--- src/rtl/evt_tmr_pkg.sv ---
package evt_tmr_pkg;
  localparam int DW = 32;

  localparam logic [15:0] OFS_TICK = 16'h0004;
  localparam logic [15:0] OFS_GCFG = 16'h0010;
  localparam logic [15:0] OFS_ISTS = 16'h0020;
  localparam logic [15:0] OFS_MCNT = 16'h00F0;
  localparam logic [15:0] OFS_TCFG = 16'h0100;
  localparam logic [15:0] OFS_TCMP = 16'h0108;

  localparam int B_RUN  = 0;
  localparam int B_LEG  = 1;
  localparam int B_LVL  = 1;
  localparam int B_IE   = 2;
  localparam int B_PER  = 3;
  localparam int B_VSET = 6;
  localparam int B_M32  = 8;
  localparam int B_RT   = 9;
  localparam int RT_W   = 5;
  localparam int B_MSG  = 14;

  localparam logic [DW-1:0] TCFG_MASK =
      (DW'(1) << B_LVL) | (DW'(1) << B_IE) | (DW'(1) << B_PER) |
      (DW'(1) << B_VSET) | (DW'(1) << B_M32) | (DW'(1) << B_MSG) |
      (DW'((1 << RT_W) - 1) << B_RT);
endpackage

--- src/rtl/evt_tmr_counter.sv ---
module evt_tmr_counter #(
  parameter int CNT_W = 32
) (
  input  logic             clk_i,
  input  logic             rst_ni,
  input  logic             run_i,
  input  logic             ld_i,
  input  logic [CNT_W-1:0] ld_val_i,
  output logic [CNT_W-1:0] cnt_o
);
  logic [CNT_W-1:0] cnt_q;

  // load only lands while stopped; running always wins
  always_ff @(posedge clk_i or negedge rst_ni) begin
    if (!rst_ni)    cnt_q <= '0;
    else if (run_i) cnt_q <= cnt_q + CNT_W'(1);
    else if (ld_i)  cnt_q <= ld_val_i;
  end

  assign cnt_o = cnt_q;
endmodule

--- src/rtl/evt_tmr_chan.sv ---
module evt_tmr_chan
  import evt_tmr_pkg::*;
#(
  parameter int CNT_W = 32
) (
  input  logic             clk_i,
  input  logic             rst_ni,
  input  logic             run_i,
  input  logic [CNT_W-1:0] cnt_i,
  input  logic             cfg_we_i,
  input  logic             cmp_we_i,
  input  logic             sts_we_i,
  input  logic [DW-1:0]    wdata_i,
  output logic [DW-1:0]    cfg_o,
  output logic [CNT_W-1:0] cmp_o,
  output logic             sts_o,
  output logic             irq_o
);
  logic [DW-1:0]    cfg_q;
  logic [CNT_W-1:0] cmp_q, per_q;
  logic             sts_q, pulse_q;
  logic             lvl, ie, per_md, vset, hit, fire;

  assign lvl    = cfg_q[B_LVL];
  assign ie     = cfg_q[B_IE];
  assign per_md = cfg_q[B_PER];
  assign vset   = cfg_q[B_VSET];
  assign hit    = run_i && (cnt_i == cmp_q);
  assign fire   = hit && ie;

  always_ff @(posedge clk_i or negedge rst_ni) begin
    if (!rst_ni)       cfg_q <= '0;
    else if (cfg_we_i) cfg_q <= wdata_i & TCFG_MASK;
    else if (cmp_we_i) cfg_q[B_VSET] <= 1'b0;
  end

  always_ff @(posedge clk_i or negedge rst_ni) begin
    if (!rst_ni) begin
      cmp_q <= '1;
      per_q <= '0;
    end else if (cmp_we_i) begin
      if (vset && per_md) per_q <= wdata_i[CNT_W-1:0];
      else                cmp_q <= wdata_i[CNT_W-1:0];
    end else if (hit && per_md) begin
      cmp_q <= cmp_q + per_q;
    end
  end

  // set has priority over a same-cycle clear
  always_ff @(posedge clk_i or negedge rst_ni) begin
    if (!rst_ni)                             sts_q <= 1'b0;
    else if (fire)                           sts_q <= 1'b1;
    else if (sts_we_i && lvl && wdata_i[0])  sts_q <= 1'b0;
  end

  always_ff @(posedge clk_i or negedge rst_ni) begin
    if (!rst_ni) pulse_q <= 1'b0;
    else         pulse_q <= fire && !lvl;
  end

  assign irq_o = lvl ? (sts_q && ie) : pulse_q;
  assign cfg_o = cfg_q;
  assign cmp_o = cmp_q;
  assign sts_o = sts_q;
endmodule

--- src/rtl/evt_tmr_bus.sv ---
module evt_tmr_bus
  import evt_tmr_pkg::*;
#(
  parameter int          ADDR_W    = 12,
  parameter int          CNT_W     = 32,
  parameter logic [31:0] PERIOD_FS = 32'd10_000_000
) (
  input  logic              clk_i,
  input  logic              rst_ni,
  input  logic [ADDR_W-1:0] addr_i,
  input  logic              wr_en_i,
  input  logic [1:0]        gcfg_wd_i,
  input  logic [CNT_W-1:0]  cnt_i,
  input  logic [DW-1:0]     cfg_i,
  input  logic [CNT_W-1:0]  cmp_i,
  input  logic              sts_i,
  output logic              run_o,
  output logic              cnt_ld_o,
  output logic              cfg_we_o,
  output logic              cmp_we_o,
  output logic              sts_we_o,
  output logic [DW-1:0]     rdata_o
);
  localparam logic [ADDR_W-1:0] A_TICK = ADDR_W'(OFS_TICK);
  localparam logic [ADDR_W-1:0] A_GCFG = ADDR_W'(OFS_GCFG);
  localparam logic [ADDR_W-1:0] A_ISTS = ADDR_W'(OFS_ISTS);
  localparam logic [ADDR_W-1:0] A_MCNT = ADDR_W'(OFS_MCNT);
  localparam logic [ADDR_W-1:0] A_TCFG = ADDR_W'(OFS_TCFG);
  localparam logic [ADDR_W-1:0] A_TCMP = ADDR_W'(OFS_TCMP);

  logic          run_q, leg_q;
  logic [DW-1:0] cnt_x, cmp_x, rd_d, rdata_q;

  generate
    if (CNT_W == DW) begin : g_full
      assign cnt_x = cnt_i;
      assign cmp_x = cmp_i;
    end else begin : g_ext
      assign cnt_x = {{(DW-CNT_W){1'b0}}, cnt_i};
      assign cmp_x = {{(DW-CNT_W){1'b0}}, cmp_i};
    end
  endgenerate

  assign cnt_ld_o = wr_en_i && (addr_i == A_MCNT);
  assign cfg_we_o = wr_en_i && (addr_i == A_TCFG);
  assign cmp_we_o = wr_en_i && (addr_i == A_TCMP);
  assign sts_we_o = wr_en_i && (addr_i == A_ISTS);

  always_ff @(posedge clk_i or negedge rst_ni) begin
    if (!rst_ni) begin
      run_q <= 1'b0;
      leg_q <= 1'b0;
    end else if (wr_en_i && (addr_i == A_GCFG)) begin
      run_q <= gcfg_wd_i[B_RUN];
      leg_q <= gcfg_wd_i[B_LEG];
    end
  end

  always_comb begin
    rd_d = '0;
    case (addr_i)
      A_TICK: rd_d = PERIOD_FS;
      A_GCFG: rd_d = {{(DW-2){1'b0}}, leg_q, run_q};
      A_ISTS: rd_d = {{(DW-1){1'b0}}, sts_i};
      A_MCNT: rd_d = cnt_x;
      A_TCFG: rd_d = cfg_i;
      A_TCMP: rd_d = cmp_x;
      default: rd_d = '0;
    endcase
  end

  always_ff @(posedge clk_i or negedge rst_ni) begin
    if (!rst_ni) rdata_q <= '0;
    else         rdata_q <= rd_d;
  end

  assign run_o   = run_q;
  assign rdata_o = rdata_q;
endmodule

--- src/rtl/evt_tmr.sv ---
module evt_tmr
  import evt_tmr_pkg::*;
#(
  parameter int          ADDR_W    = 12,
  parameter int          CNT_W     = 32,
  parameter logic [31:0] PERIOD_FS = 32'd10_000_000
) (
  input  logic              clk_i,
  input  logic              rst_ni,
  input  logic [ADDR_W-1:0] addr_i,
  input  logic              wr_en_i,
  input  logic [31:0]       wdata_i,
  output logic [31:0]       rdata_o,
  output logic              irq_o
);
  logic             run_q, cnt_ld, cfg_we, cmp_we, sts_we, sts_q;
  logic [CNT_W-1:0] cnt_q, cmp_q;
  logic [DW-1:0]    cfg_q;

  evt_tmr_bus #(
    .ADDR_W(ADDR_W), .CNT_W(CNT_W), .PERIOD_FS(PERIOD_FS)
  ) u_bus (
    .clk_i     (clk_i),
    .rst_ni    (rst_ni),
    .addr_i    (addr_i),
    .wr_en_i   (wr_en_i),
    .gcfg_wd_i (wdata_i[1:0]),
    .cnt_i     (cnt_q),
    .cfg_i     (cfg_q),
    .cmp_i     (cmp_q),
    .sts_i     (sts_q),
    .run_o     (run_q),
    .cnt_ld_o  (cnt_ld),
    .cfg_we_o  (cfg_we),
    .cmp_we_o  (cmp_we),
    .sts_we_o  (sts_we),
    .rdata_o   (rdata_o)
  );

  evt_tmr_counter #(.CNT_W(CNT_W)) u_cnt (
    .clk_i    (clk_i),
    .rst_ni   (rst_ni),
    .run_i    (run_q),
    .ld_i     (cnt_ld),
    .ld_val_i (wdata_i[CNT_W-1:0]),
    .cnt_o    (cnt_q)
  );

  evt_tmr_chan #(.CNT_W(CNT_W)) u_chan (
    .clk_i    (clk_i),
    .rst_ni   (rst_ni),
    .run_i    (run_q),
    .cnt_i    (cnt_q),
    .cfg_we_i (cfg_we),
    .cmp_we_i (cmp_we),
    .sts_we_i (sts_we),
    .wdata_i  (wdata_i),
    .cfg_o    (cfg_q),
    .cmp_o    (cmp_q),
    .sts_o    (sts_q),
    .irq_o    (irq_o)
  );
endmodule

--- config.mk ---
export PLATFORM = sky130hd
export DESIGN_NAME = evt_tmr
export DESIGN_NICKNAME = d
export VERILOG_FILES = /design/src/rtl/evt_tmr_pkg.sv /design/src/rtl/evt_tmr_counter.sv /design/src/rtl/evt_tmr_chan.sv /design/src/rtl/evt_tmr_bus.sv /design/src/rtl/evt_tmr.sv
export SDC_FILE = /design/constraint.sdc
export NUM_CORES = 1
export LEC_CHECK = 0
export ABC_AREA = 1
export BUFFER_PORTS_ARGS = -buffer_cell sky130_fd_sc_hd__buf_2
export CORE_AREA = 2 2 215 217
export DETAILED_ROUTE_END_ITERATION = 12
export DIE_AREA = 0 0 217 219
export GPL_TIMING_DRIVEN = 0
export HOLD_SLACK_MARGIN = 0.02
export PLACE_DENSITY_LB_ADDON = 0.12
export SLEW_MARGIN = 25
export SYNTH_ARGS = -nofsm -noshare
export SYNTH_HDL_FRONTEND = slang
export SYNTH_HIERARCHICAL = 1
export SYNTH_SLANG_ARGS = --single-unit
export TNS_END_PERCENT = 10
--- constraint.sdc ---
create_clock -name clk_i -period 2.61 [get_ports clk_i]
set_input_delay 0.261 -clock clk_i [delete_from_list [all_inputs] [get_ports clk_i]]
set_output_delay 0.261 -clock clk_i [all_outputs]
set_load 0.01 [all_outputs]
==> run metrics, run 1 <==
CP arrival=roughly 2.9 ns; die area=approximately 48000 um2; flop2flop setup slack=0.23 ns; share of cells above drive strength 1=0.141; Antenna Cells=0; Die Width=217 um; DPL Wire Length=36900 um; Area Growth Syn to Fin=16.7%; unrepaired setup endpoints after global routing=yes; Tcrit/Tclk final=0.962; Total GRT Usage=0.195; Setup crit start kind=primary input; Setup CP Type=in2reg; Psw=1440 uW; area share of the largest cell type after synthesis=0.249; #FFs+latches synth=143; # setup viols final=0; Worst Setup EP=u_cnt/cnt_o[8]; Clock Skew=0.0122 ns; number of instances in the placed design=2463; Residual DRC=0; max-slew violations=0; final instance area=around 13000 um2; DP Area=approximately 12000 um2; launch point of the worst path=addr_i[11]; status=complete, no violations; sequential share of the synthesized area=0.325; Max H-tree Level=4; DR WL/cell=18.2 um; total CTS buffers=17; WL final=45500 um; first-pass GRT wire length=slightly below 70000 um; min Tclk post-route=between 2 and 3 ns; clk_lat worst skew=around 0.45 ns; Initial Utilization=0.247; Net Sw Frac=0.271; worst r2r src=u_chan/cmp_o[7]; Final TNS setup=0 ns; DR iter-0 viols=between 700 and 800; Std-Cell Rows=78; Synth cell types=48; CTS root buffer=clkbuf_16; Power Internal=3870 uW; DR vias=11200; vias in the first global route=11200; GPL Wtd Cong=~0.9; Worst Setup End Kind=register; slowest CP cell=clkbuf_1; Antenna Nets Post-Route=0; Hold WS=0.0480 ns; Hold Vio Cnt, Final=0; Reg2Reg Capture Point=u_chan/cmp_o[9]; largest area contributor in the netlist=dfrtp_1; top cells by area, synth=dfrtp_1, nand2_1, nand3_1, inv_1, dfstp_2; WP buf/inv=4; post-synthesis average cell area=between 6 and 7 um2; Initial DRT Pass Iterations=5; max-cap check violation count=0; Max FO, Critical Path=10; Die Span Y=roughly 220 um; reported leakage power=0.00697 uW; Power Density=409 nW/um2; Worst slew margin=0.433; Largest delay share family, worst path=simple AND/OR/NAND/NOR gates; vias per cell=between 4 and 5; Clk pin slew, worst setup/hold paths=around 0.060 ns; WP data required=roughly 3 ns; Final Instance Count excl. Fillers=~2500; Syn Std Cell Area=11100 um2; core area=45100 um2; Fmax=398 MHz; largest net degree at the start of global routing=between 80 and 90; Worst VDD drop=0.000385 V; number of I/O port buffers=just under 80; Worst-Margin Slew=0.843 ns; logic gate share of total power=0.087; Hold Crit Class=in2reg; initial antenna violation count=0; utilization after layout=0.288; clk buf depth=2; num ports=80; GR Overflow Total=0; yosys warns=6; worst-path cell chain=buf_2, nor2_2, nand2_1, nor2_4, nand2_2, buf_2, nor2_1, inv_1, nor2_1, clkbuf_1, nand2_1, o211ai_1; CTS tree=built; Clock Power Share=0.465; Synth Instances=1763; max incr delay on CP=0.65 ns; final net count=1964; setup bufs post-CTS=0; worst reg2reg path depth=12; Sequential Power Share=0.448; WP depth=12; Clock Sink Count=143
registers in the layout, summed over array words and instances, names as in the netlist:
signal and flops:
u_bus/run_o 1, u_chan/cmp_o 32, u_cnt/cnt_o 32, u_chan/cfg_o 11
u_bus/rdata_o 32, u_chan/pulse_q 1, u_chan/per_q 32, u_chan/sts_o 1
u_bus/leg_q 1
layout make-up:
cell class | instances | area, um2
clock inverters | 10 | 114
inverters | 240 | 902
flip-flops and latches | 143 | 3620
plain buffers | 66 | 400
clock buffers | 22 | 464
well taps | 600 | 751
multi-input cells | 1334 | 6300
fillers | 5098 | 32100
repair buffers | 82 | 453
power by group through the flow:
stage	logic, uW	registers (uW)	clock network [uW]
after floorplan	258	2370	0
after global placement	450	2420	0
after detailed placement	459	2420	0
after CTS	463	2380	2550
after global routing	521	2390	2620
final	460	2380	2470
how the worst min path moves through the flow:
stage / from / slack, ns / cells past startpoint / end
after floorplan: rst_ni / -0.03 / 0 / u_bus/leg_q
after global placement: u_bus/leg_q / 0.47 / 2 / u_bus/leg_q
after detailed placement: rst_ni / 0.26 / 1 / u_bus/rdata_o[0]
after CTS: wdata_i[9] / 0.02 / 3 / u_cnt/cnt_o[9]
after global routing: wdata_i[9] / 0.06 / 3 / u_cnt/cnt_o[9]
final: wdata_i[9] / 0.05 / 3 / u_cnt/cnt_o[9]
cell families (layout without fill, tap and decap cells):
family / count (synthesis) / after routing / synth area share
and+or+nand+nor: 1147 / 1147 / 0.443
other: 1 / 21 / 0.000337
AOI/OAI and AO/OA: 100 / 100 / 0.0480
xor gates and xnor gates: 18 / 18 / 0.0142
muxes: 15 / 15 / 0.0152
DFF: 143 / 143 / 0.325
adders and majority gates: 33 / 33 / 0.0377
buffers and inverters: 306 / 420 / 0.117
synthesized netlist by cell type, drive strengths merged:
master	instances
fa	1
o21bai	3
xor2	11
nor4	3
nand3b	8
ha	32
xnor2	7
nor2	171
nand2	728
o211ai	3
nor3	10
dfstp	32
buf	45
or3	1
a211oi	3
o22ai	2
and3	3
mux2	15
o21ai	61
nand4	21
and2	4
nand3	188
dfrtp	111
inv	238
clkinv	2
a22oi	1
conb	1
a21o	1
clkbuf	21
or2	10
a21oi	25
a311oi	1
what timing repair did:
| action | 4_1_cts | 5_1_grt |
|---|---|---|
| gates resized for setup | 0 | 3 |
| hold buffers | 2 | 0 |
| endpoints found under the hold margin | 63 | 0 |
| setup endpoints to repair | 0 | 15 |
metrics by stage:
stage	total power [uW]	worst slack, ns
after CTS	5390	0.0726
after floorplan	2620	0.600
final	5310	0.0997
after detailed placement	2880	-0.390
after global routing	5540	-0.0506
after global placement	2870	-1.13
layer usage:
metal	vias up	part of all wire	wire length, um	global-route usage
met2	241	0.48	21700	0.335
li1	5685	-	-	-
met4	0	0.038	1710	0.0861
met1	5230	0.45	20600	0.250
met5	-	0	0	0
met3	64	0.032	1470	0.0164
worst register-to-register path: stages, from the launching register on:
cell,delay [ns]
dfstp_2,0.63
ha_1,0.31
nand2_1,0.17
inv_1,0.05
nand2_1,0.06
nand2_1,0.11
inv_1,0.08
nand3_1,0.19
or2_2,0.34
nand3_1,0.12
o21ai_0,0.11
nand2_1,0.10
nand2_1,0.05
cells in the final DEF (no fill, tap or decap), types with 4 or more instances in the layout:
cell type  Yosys  routed
xnor2_1        7       7
o21ai_0       60      60
dfstp_2       32      32
buf_2         14      92
or2_2         10      10
buf_4         24      24
nor2_2        22      22
nor2_4        11      11
ha_1          32      31
nand2_1      715     715
conb_1         1      21
mux2_2        15      15
nand3_1      186     186
nand4_1       20      20
nor3_1         8       8
clkbuf_1      21      24
and2_1         4       4
clkinv_2       1       5
a21oi_1       25      25
dfrtp_1      111     111
inv_1        237     237
nor2_1       138     138
nand3b_1       7       7
xor2_1        11      11
nand2_2       10      10
buf_6          6       6
clkbuf_16      0      17
(Power assumes the default switching activity.)
==> run 2, diff against run 1 <==
--- a/config.mk
+++ b/config.mk
@@ -12,6 +12,7 @@
 export DIE_AREA = 0 0 217 219
 export GPL_TIMING_DRIVEN = 0
 export HOLD_SLACK_MARGIN = 0.02
+export MAX_ROUTING_LAYER = met4
 export PLACE_DENSITY_LB_ADDON = 0.12
 export SLEW_MARGIN = 25
 export SYNTH_ARGS = -nofsm -noshare
==> run 2 against run 1 <==
Wire length barely moved; clock power fell by 4%; via count barely moved; cell count barely moved; combinational power barely moved; critical path depth did not move; power fell by 1.6%; core utilization barely moved; sequential cell count did not move; sequential power barely moved; design area fell by 0.14%; critical endpoint unchanged.
==> run metrics, run 2 (synthesis gave the netlist of run 1 again) <==
status=complete, no violations; Metal-1 WL=20900 um (+1.3%); Tcrit/Tclk final=0.954 (-0.00816); vias per cell=4.49 (about the same); Clk pin slew, worst setup/hold paths=0.07 ns (about the same); final instance area=13000 um2 (-0.14%); max-slew violations=0 (unchanged); commonest non-fill, non-tap cell in the layout=nand2_1; Max H-tree Level=4 (unchanged); Area Growth Syn to Fin=16.5%; Setup CP Type=in2reg; number of I/O port buffers=79 (unchanged); DPL Wire Length=36800 um (-0.19%); CTS root buffer=clkbuf_16; Die Span Y=219 um (unchanged); largest net degree at the start of global routing=76 (-7.3%); vias in the first global route=11200 (-0.29%); share of cells above drive strength 1=0.141 (+0.000453); Worst Setup End Kind=register; DR vias=11200 (-0.0089%); die area=47500 um2 (unchanged); initial antenna violation count=0 (unchanged); clk_lat worst skew=0.46 ns (about the same); core area=45100 um2 (unchanged); DR iter-0 viols=799 (+12%); Hold WS=0.0764 ns (+0.0285 ns); Die Width=217 um (unchanged); top sig layer=met4; DR WL/cell=18.2 um (-0.12%); Antenna Cells=0 (unchanged); unrepaired setup endpoints after global routing=yes; max-cap check violation count=0 (unchanged); final net count=1965 (+0.051%); first-pass GRT wire length=68600 um (about the same); launch point of the worst path=addr_i[11]; worst r2r src=u_chan/cmp_o[0]; Total GRT Usage=0.201 (+0.00608); WP data required=2.99 ns (+0.02 ns); Power Density=402 nW/um2 (-1.5%); Antenna Nets Post-Route=0 (unchanged); min Tclk post-route=2.49 ns (-0.0213 ns); reported leakage power=0.00694 uW (-0.38%); Clock Skew=0.0149 ns (+0.00279 ns); # fillers=5093 (-0.098%); Hold Crit Class=in2reg; Std-Cell Rows=78 (unchanged); commonest cells after routing, fill and taps aside=nand2_1, inv_1, nand3_1, nor2_1, dfrtp_1; # setup viols final=0 (unchanged); GR Overflow Total=0 (unchanged); Power Internal=3730 uW (-3.6%); Worst-Margin Slew=0.895 ns (+0.0526 ns); clk buf depth=2 (unchanged); Initial DRT Pass Iterations=5 (unchanged); num ports=80 (unchanged); Psw=1490 uW (+3.8%); Fmax=402 MHz (+0.86%); Net Sw Frac=0.286 (+0.0148); Setup crit start kind=primary input; Worst slew margin=0.398 (-0.0354); Sequential Power Share=0.456 (+0.008); WL final=45400 um (about the same); GPL Wtd Cong=0.909 (+2.3%); Residual DRC=0 (unchanged); logic gate share of total power=0.088 (about the same); met3 wire length=1170 um (-21%); Min-Delay Startpoint=wdata_i[4]; setup bufs post-CTS=0 (unchanged); CTS tree=built; Hold Vio Cnt, Final=0 (unchanged); WL met2=22300 um (+3.0%); Worst VDD drop=0.000383 V (-0.69%); CP arrival=2.87 ns (about the same); Clock Power Share=0.456 (-0.009); Max FO, Critical Path=10 (unchanged); Initial Utilization=0.247 (unchanged); DP Area=12400 um2 (unchanged); total CTS buffers=17 (unchanged); Clock Sink Count=143 (unchanged)
-- run 2: what timing repair did --
action,CTS,global route
hold buffers,3,0
hold endpoints to repair,68,0
setup endpoints to repair,0,13
resized for setup,0,5
-- run 2: final cells by class --
type | instances | area, um2 | area share
Clock inverter | 12 | 111 | 0.00858
Clock buffer | 20 | 437 | 0.0336
Timing Repair Buffer | 83 | 463 | 0.0357
Inverter | 240 | 902 | 0.0695
Multi-Input combinational cell | 1334 | 6300 | 0.485
Buffer | 66 | 402 | 0.0309
Sequential cell | 143 | 3620 | 0.279
Tap cell | 600 | 751 | 0.0578
-- run 2: final timing paths --
check | depth (start not counted) | slack (ns) | end
setup / recovery | 12 | 0.12 | u_cnt/cnt_o[8]
hold / removal | 3 | 0.08 | u_cnt/cnt_o[4]
setup reg to reg | 11 | 0.24 | u_chan/cmp_o[12]
hold reg to reg | 2 | 0.49 | u_bus/leg_q
max in group asynchronous | 3 | 1.42 | u_chan/cmp_o[20]
min in group asynchronous | 2 | 0.37 | u_bus/rdata_o[0]
-- run 2: worst max-delay path, cell delays in order --
cell and delay, ns:
buf_2 0.10, nor2_2 0.13, nand2_1 0.15, nor2_4 0.19
nand2_2 0.10, buf_2 0.23, nor2_1 0.26, inv_1 0.10
nor2_1 0.34, clkbuf_1 0.67, nand2_1 0.20, o211ai_1 0.13
-- run 2: per-layer routing --
metal | track usage | vias up
met3 | 0.0165 | 51
li1 | - | 5692
met2 | 0.348 | 202
met5 | - | -
met1 | 0.249 | 5274
met4 | 0.0655 | 0
-- run 2: stage by stage --
step	total power [uW]	setup TNS, ns	utilization	cells	setup slack [ns]
after global placement	2870	-142.00	0.274	2462	-1.12
after floorplan	2620	0	-	1783	0.600
after global routing	5440	-0.0502	0.288	2498	-0.0262
after detailed placement	2880	-15.16	0.275	2463	-0.428
final	5230	0	0.288	2498	0.121
after CTS	5290	0	0.288	2498	0.0596
-- run 2: power groups by stage --
stage,Combinational [uW],Clock [uW],Sequential [uW]
floorplan,258,0,2370
global placement,451,0,2420
detailed placement,459,0,2420
CTS,465,2450,2380
global route,524,2530,2390
finish,461,2380,2380
==> run 3, diff against run 2 <==
--- a/config.mk
+++ b/config.mk
@@ -7,9 +7,10 @@
 export LEC_CHECK = 0
 export ABC_AREA = 1
 export BUFFER_PORTS_ARGS = -buffer_cell sky130_fd_sc_hd__buf_2
-export CORE_AREA = 2 2 215 217
+export CORE_AREA = 2 2 205 207
+export CTS_BUF_LIST = sky130_fd_sc_hd__clkbuf_8
 export DETAILED_ROUTE_END_ITERATION = 12
-export DIE_AREA = 0 0 217 219
+export DIE_AREA = 0 0 207 209
 export GPL_TIMING_DRIVEN = 0
 export HOLD_SLACK_MARGIN = 0.02
 export MAX_ROUTING_LAYER = met4
@@ -17,6 +18,5 @@
 export SLEW_MARGIN = 25
 export SYNTH_ARGS = -nofsm -noshare
 export SYNTH_HDL_FRONTEND = slang
-export SYNTH_HIERARCHICAL = 1
 export SYNTH_SLANG_ARGS = --single-unit
 export TNS_END_PERCENT = 10
==> run 3 against run 2 <==
Wire length decreased by 5.2%; core utilization is 0.45 points lower; clock skew up 0.0073 ns; largest power group unchanged; power down 12%; worst setup slack improved by 0.049 ns; critical path type is now reg2reg; combinational power increased by 14%; synthesized cell count decreased by 12%; sequential power down 2%; clock power decreased by 28%; design area down 9.9%; fmax rose by 2.0%.
==> run metrics, run 3 <==
most frequent cell after synthesis=nand2_1; Std-Cell Rows=75 (-3.8%); CTS tree=built; worst reg2reg path depth=11 (unchanged); commonest cells after routing, fill and taps aside=nand2_1, inv_1, dfrtp_1, nor2_1, nand3_1; Final Instance Count excl. Fillers=2214 (-11%); die area=43300 um2 (-9.0%); Total GRT Usage=0.208 (+0.00658); Clk pin slew, worst setup/hold paths=0.08 ns (about the same); CP arrival=2.81 ns (-0.06 ns); number of instances in the placed design=2179 (-12%); worst r2r src=u_cnt.cnt_o[0]; CTS root buffer=clkbuf_8; share of synthesized registers carrying an async set or reset=1.00 (unchanged); DR vias=10200 (-8.7%); initial antenna violation count=1 (+1); vias per cell=4.63 (+3.1%); Post-synth EDFFs=0 (unchanged); Die Span Y=209 um (-4.6%); total CTS buffers=17 (unchanged); DR iter-0 viols=615 (-23%); reported leakage power=0.00602 uW (-13%); Net Sw Frac=0.297 (+0.0110); WL final=43100 um (-5.2%); Worst VDD drop=0.000307 V (-20%); Power Internal=3220 uW (-14%); vias in the first global route=10100 (-9.5%); DR WL/cell=19.5 um (+7.0%); sequential share of the synthesized area=0.356 (+0.0313); hold path cells=3 (unchanged); Min-Delay Startpoint=wdata_i[0]; first-pass GRT wire length=64700 um (-5.8%); core area=41300 um2 (-8.4%); Fmax=410 MHz (+2.0%); logic gate share of total power=0.115 (+0.027); synth cell count leaders=nand2_1, inv_1, dfrtp_1; Max FO, Critical Path=7 (-3); Antenna Nets Post-Route=0 (unchanged); Die Width=207 um (-4.6%); number of I/O port buffers=79 (unchanged); unrepaired setup endpoints after global routing=no; post-synthesis average cell area=6.52 um2 (+3.2%); status=complete, no violations; GPL Wtd Cong=0.963 (+5.9%); clk buf depth=2 (unchanged); Setup CP Type=reg2reg; Hold EP=u_cnt.cnt_o[0]; GR Overflow Total=0 (unchanged); max-cap check violation count=0 (unchanged); flop2flop setup slack=0.17 ns (-0.07 ns); Initial Utilization=0.246 (-0.000965); DPL Wire Length=35800 um (-2.8%); Clock Sink Count=143 (unchanged); Worst Setup End Kind=register; syn_nets=1639; Final TNS setup=0 ns (unchanged); Syn Std Cell Area=10200 um2 (-8.8%); clk_lat worst skew=0.51 ns (+0.05 ns); commonest non-fill, non-tap cell in the layout=nand2_1; Clock Skew=0.0222 ns (+0.00726 ns); Synth cell types=47 (-2.1%); area share of the largest cell type after synthesis=0.273 (+0.0240); Worst-Margin Slew=0.911 ns (+0.0155 ns); yosys warns=0 (-6); num ports=80 (unchanged); Setup crit start kind=register; Initial DRT Pass Iterations=5 (unchanged); Synth Flop Type=dfrtp_1; Psw=1360 uW (-8.9%); Reg2Reg Capture Point=u_cnt.cnt_o[16]; Power Density=391 nW/um2 (-2.7%); top cells by area, synth=dfrtp_1, nand2_1, dfstp_2, inv_1, nand3_1; # setup viols final=0 (unchanged); share of cells above drive strength 1=0.129 (-0.0122); Area Growth Syn to Fin=15.2%; largest net degree at the start of global routing=61 (-20%); Sequential Power Share=0.510 (+0.054); Hold Crit Class=in2reg; Tcrit/Tclk final=0.935 (-0.0187); Clock Power Share=0.375 (-0.081); max-slew violations=0 (unchanged); final net count=1741 (-11%); #FFs+latches synth=143 (unchanged); setup bufs post-CTS=0 (unchanged); Synth Instances=1559 (-12%); WP data required=2.98 ns (about the same); Hold Vio Cnt, Final=0 (unchanged); Max H-tree Level=4 (unchanged); largest area contributor in the netlist=dfrtp_1; Worst slew margin=0.393 (-0.00481); Residual DRC=0 (unchanged); min Tclk post-route=2.44 ns (-0.0489 ns)
run 3: changes by cell type in the layout (fill, tap and decap cells not counted), moves of 19 or more:
cell      before  now
o21ai_1        1   46
nand3_1      186   98
nand2_1      715  589
clkbuf_8       0   20
nor3_1         8   27
inv_2          2   28
nor2_1       138  107
buf_4         24    3
inv_1        237  207
conb_1        21    0
run 3: cell type report:
type	count	area, um2
diodes	1	2.50
plain buffers	42	209
clock buffers	20	275
clock inverters	12	85.1
fillers	4689	29600
inverters	230	863
multi-input cells	1144	5490
flip-flops and latches	143	3620
well taps	539	674
repair buffers	83	480
run 3: power groups by stage:
stage | logic (uW) | registers [uW] | clock network [uW]
floorplan | 274 | 2350 | 0
global placement | 513 | 2380 | 0
detailed placement | 524 | 2370 | 0
CTS | 530 | 2330 | 1760
global route | 583 | 2340 | 1850
finish | 527 | 2340 | 1720
run 3: how the worst max path moves through the flow:
stage,start,end,slack (ns)
finish,u_cnt.cnt_o[0],u_cnt.cnt_o[16],0.17
global route,u_chan.cmp_o[0],u_chan.cmp_o[24],0.006
CTS,u_cnt.cnt_o[0],u_cnt.cnt_o[16],0.02
detailed placement,u_cnt.cnt_o[0],u_cnt.cnt_o[30],-0.31
global placement,rst_ni,u_cnt.cnt_o[29],-1.07
floorplan,u_chan.cmp_o[0],u_chan.cmp_o[14],0.71
run 3: through the flow:
step                hold WS, ns   util  area (um2)  power, uW  setup slack, ns
floorplan               -0.0346      -       10200       2630            0.707
global placement          0.469  0.272       11200       2890            -1.07
finish                   0.0496  0.283       11700       4580            0.170
global route             0.0446  0.283       11700       4780          0.00631
detailed placement        0.143  0.274       11300       2900           -0.308
CTS                      0.0253  0.283       11700       4620           0.0207
run 3: kinds of logic after synthesis:
group           synth area share
compound gates             0.106
xor+xnor                  0.0267
fa+ha+maj                 0.0414
buf+inv                    0.106
flops                      0.356
mux                      0.00111
simple gates               0.364
run 3: critical path: stages, from the launching register on:
cell	delay, ns
dfrtp_2	0.46
ha_2	0.31
nand2_1	0.13
nor2_4	0.21
nand2_1	0.15
nor2_4	0.23
nand2_1	0.16
nor2_2	0.23
nand2_1	0.10
xor2_1	0.15
o21ai_1	0.11
o21ai_1	0.08
run 3: metal layers:
metal	GRT usage	wire length, um
met1	0.263	19700
met4	0.0783	1360
met5	-	0
met3	0.0197	1310
met2	0.345	20700
run 3: what timing repair did:
| action | 4_1_cts | 5_1_grt |
|---|---|---|
| gates resized for setup | 3 | 4 |
| hold buffers | 2 | 0 |
| endpoints found under the hold margin | 112 | 0 |
| endpoints found under the setup margin | 6 | 9 |
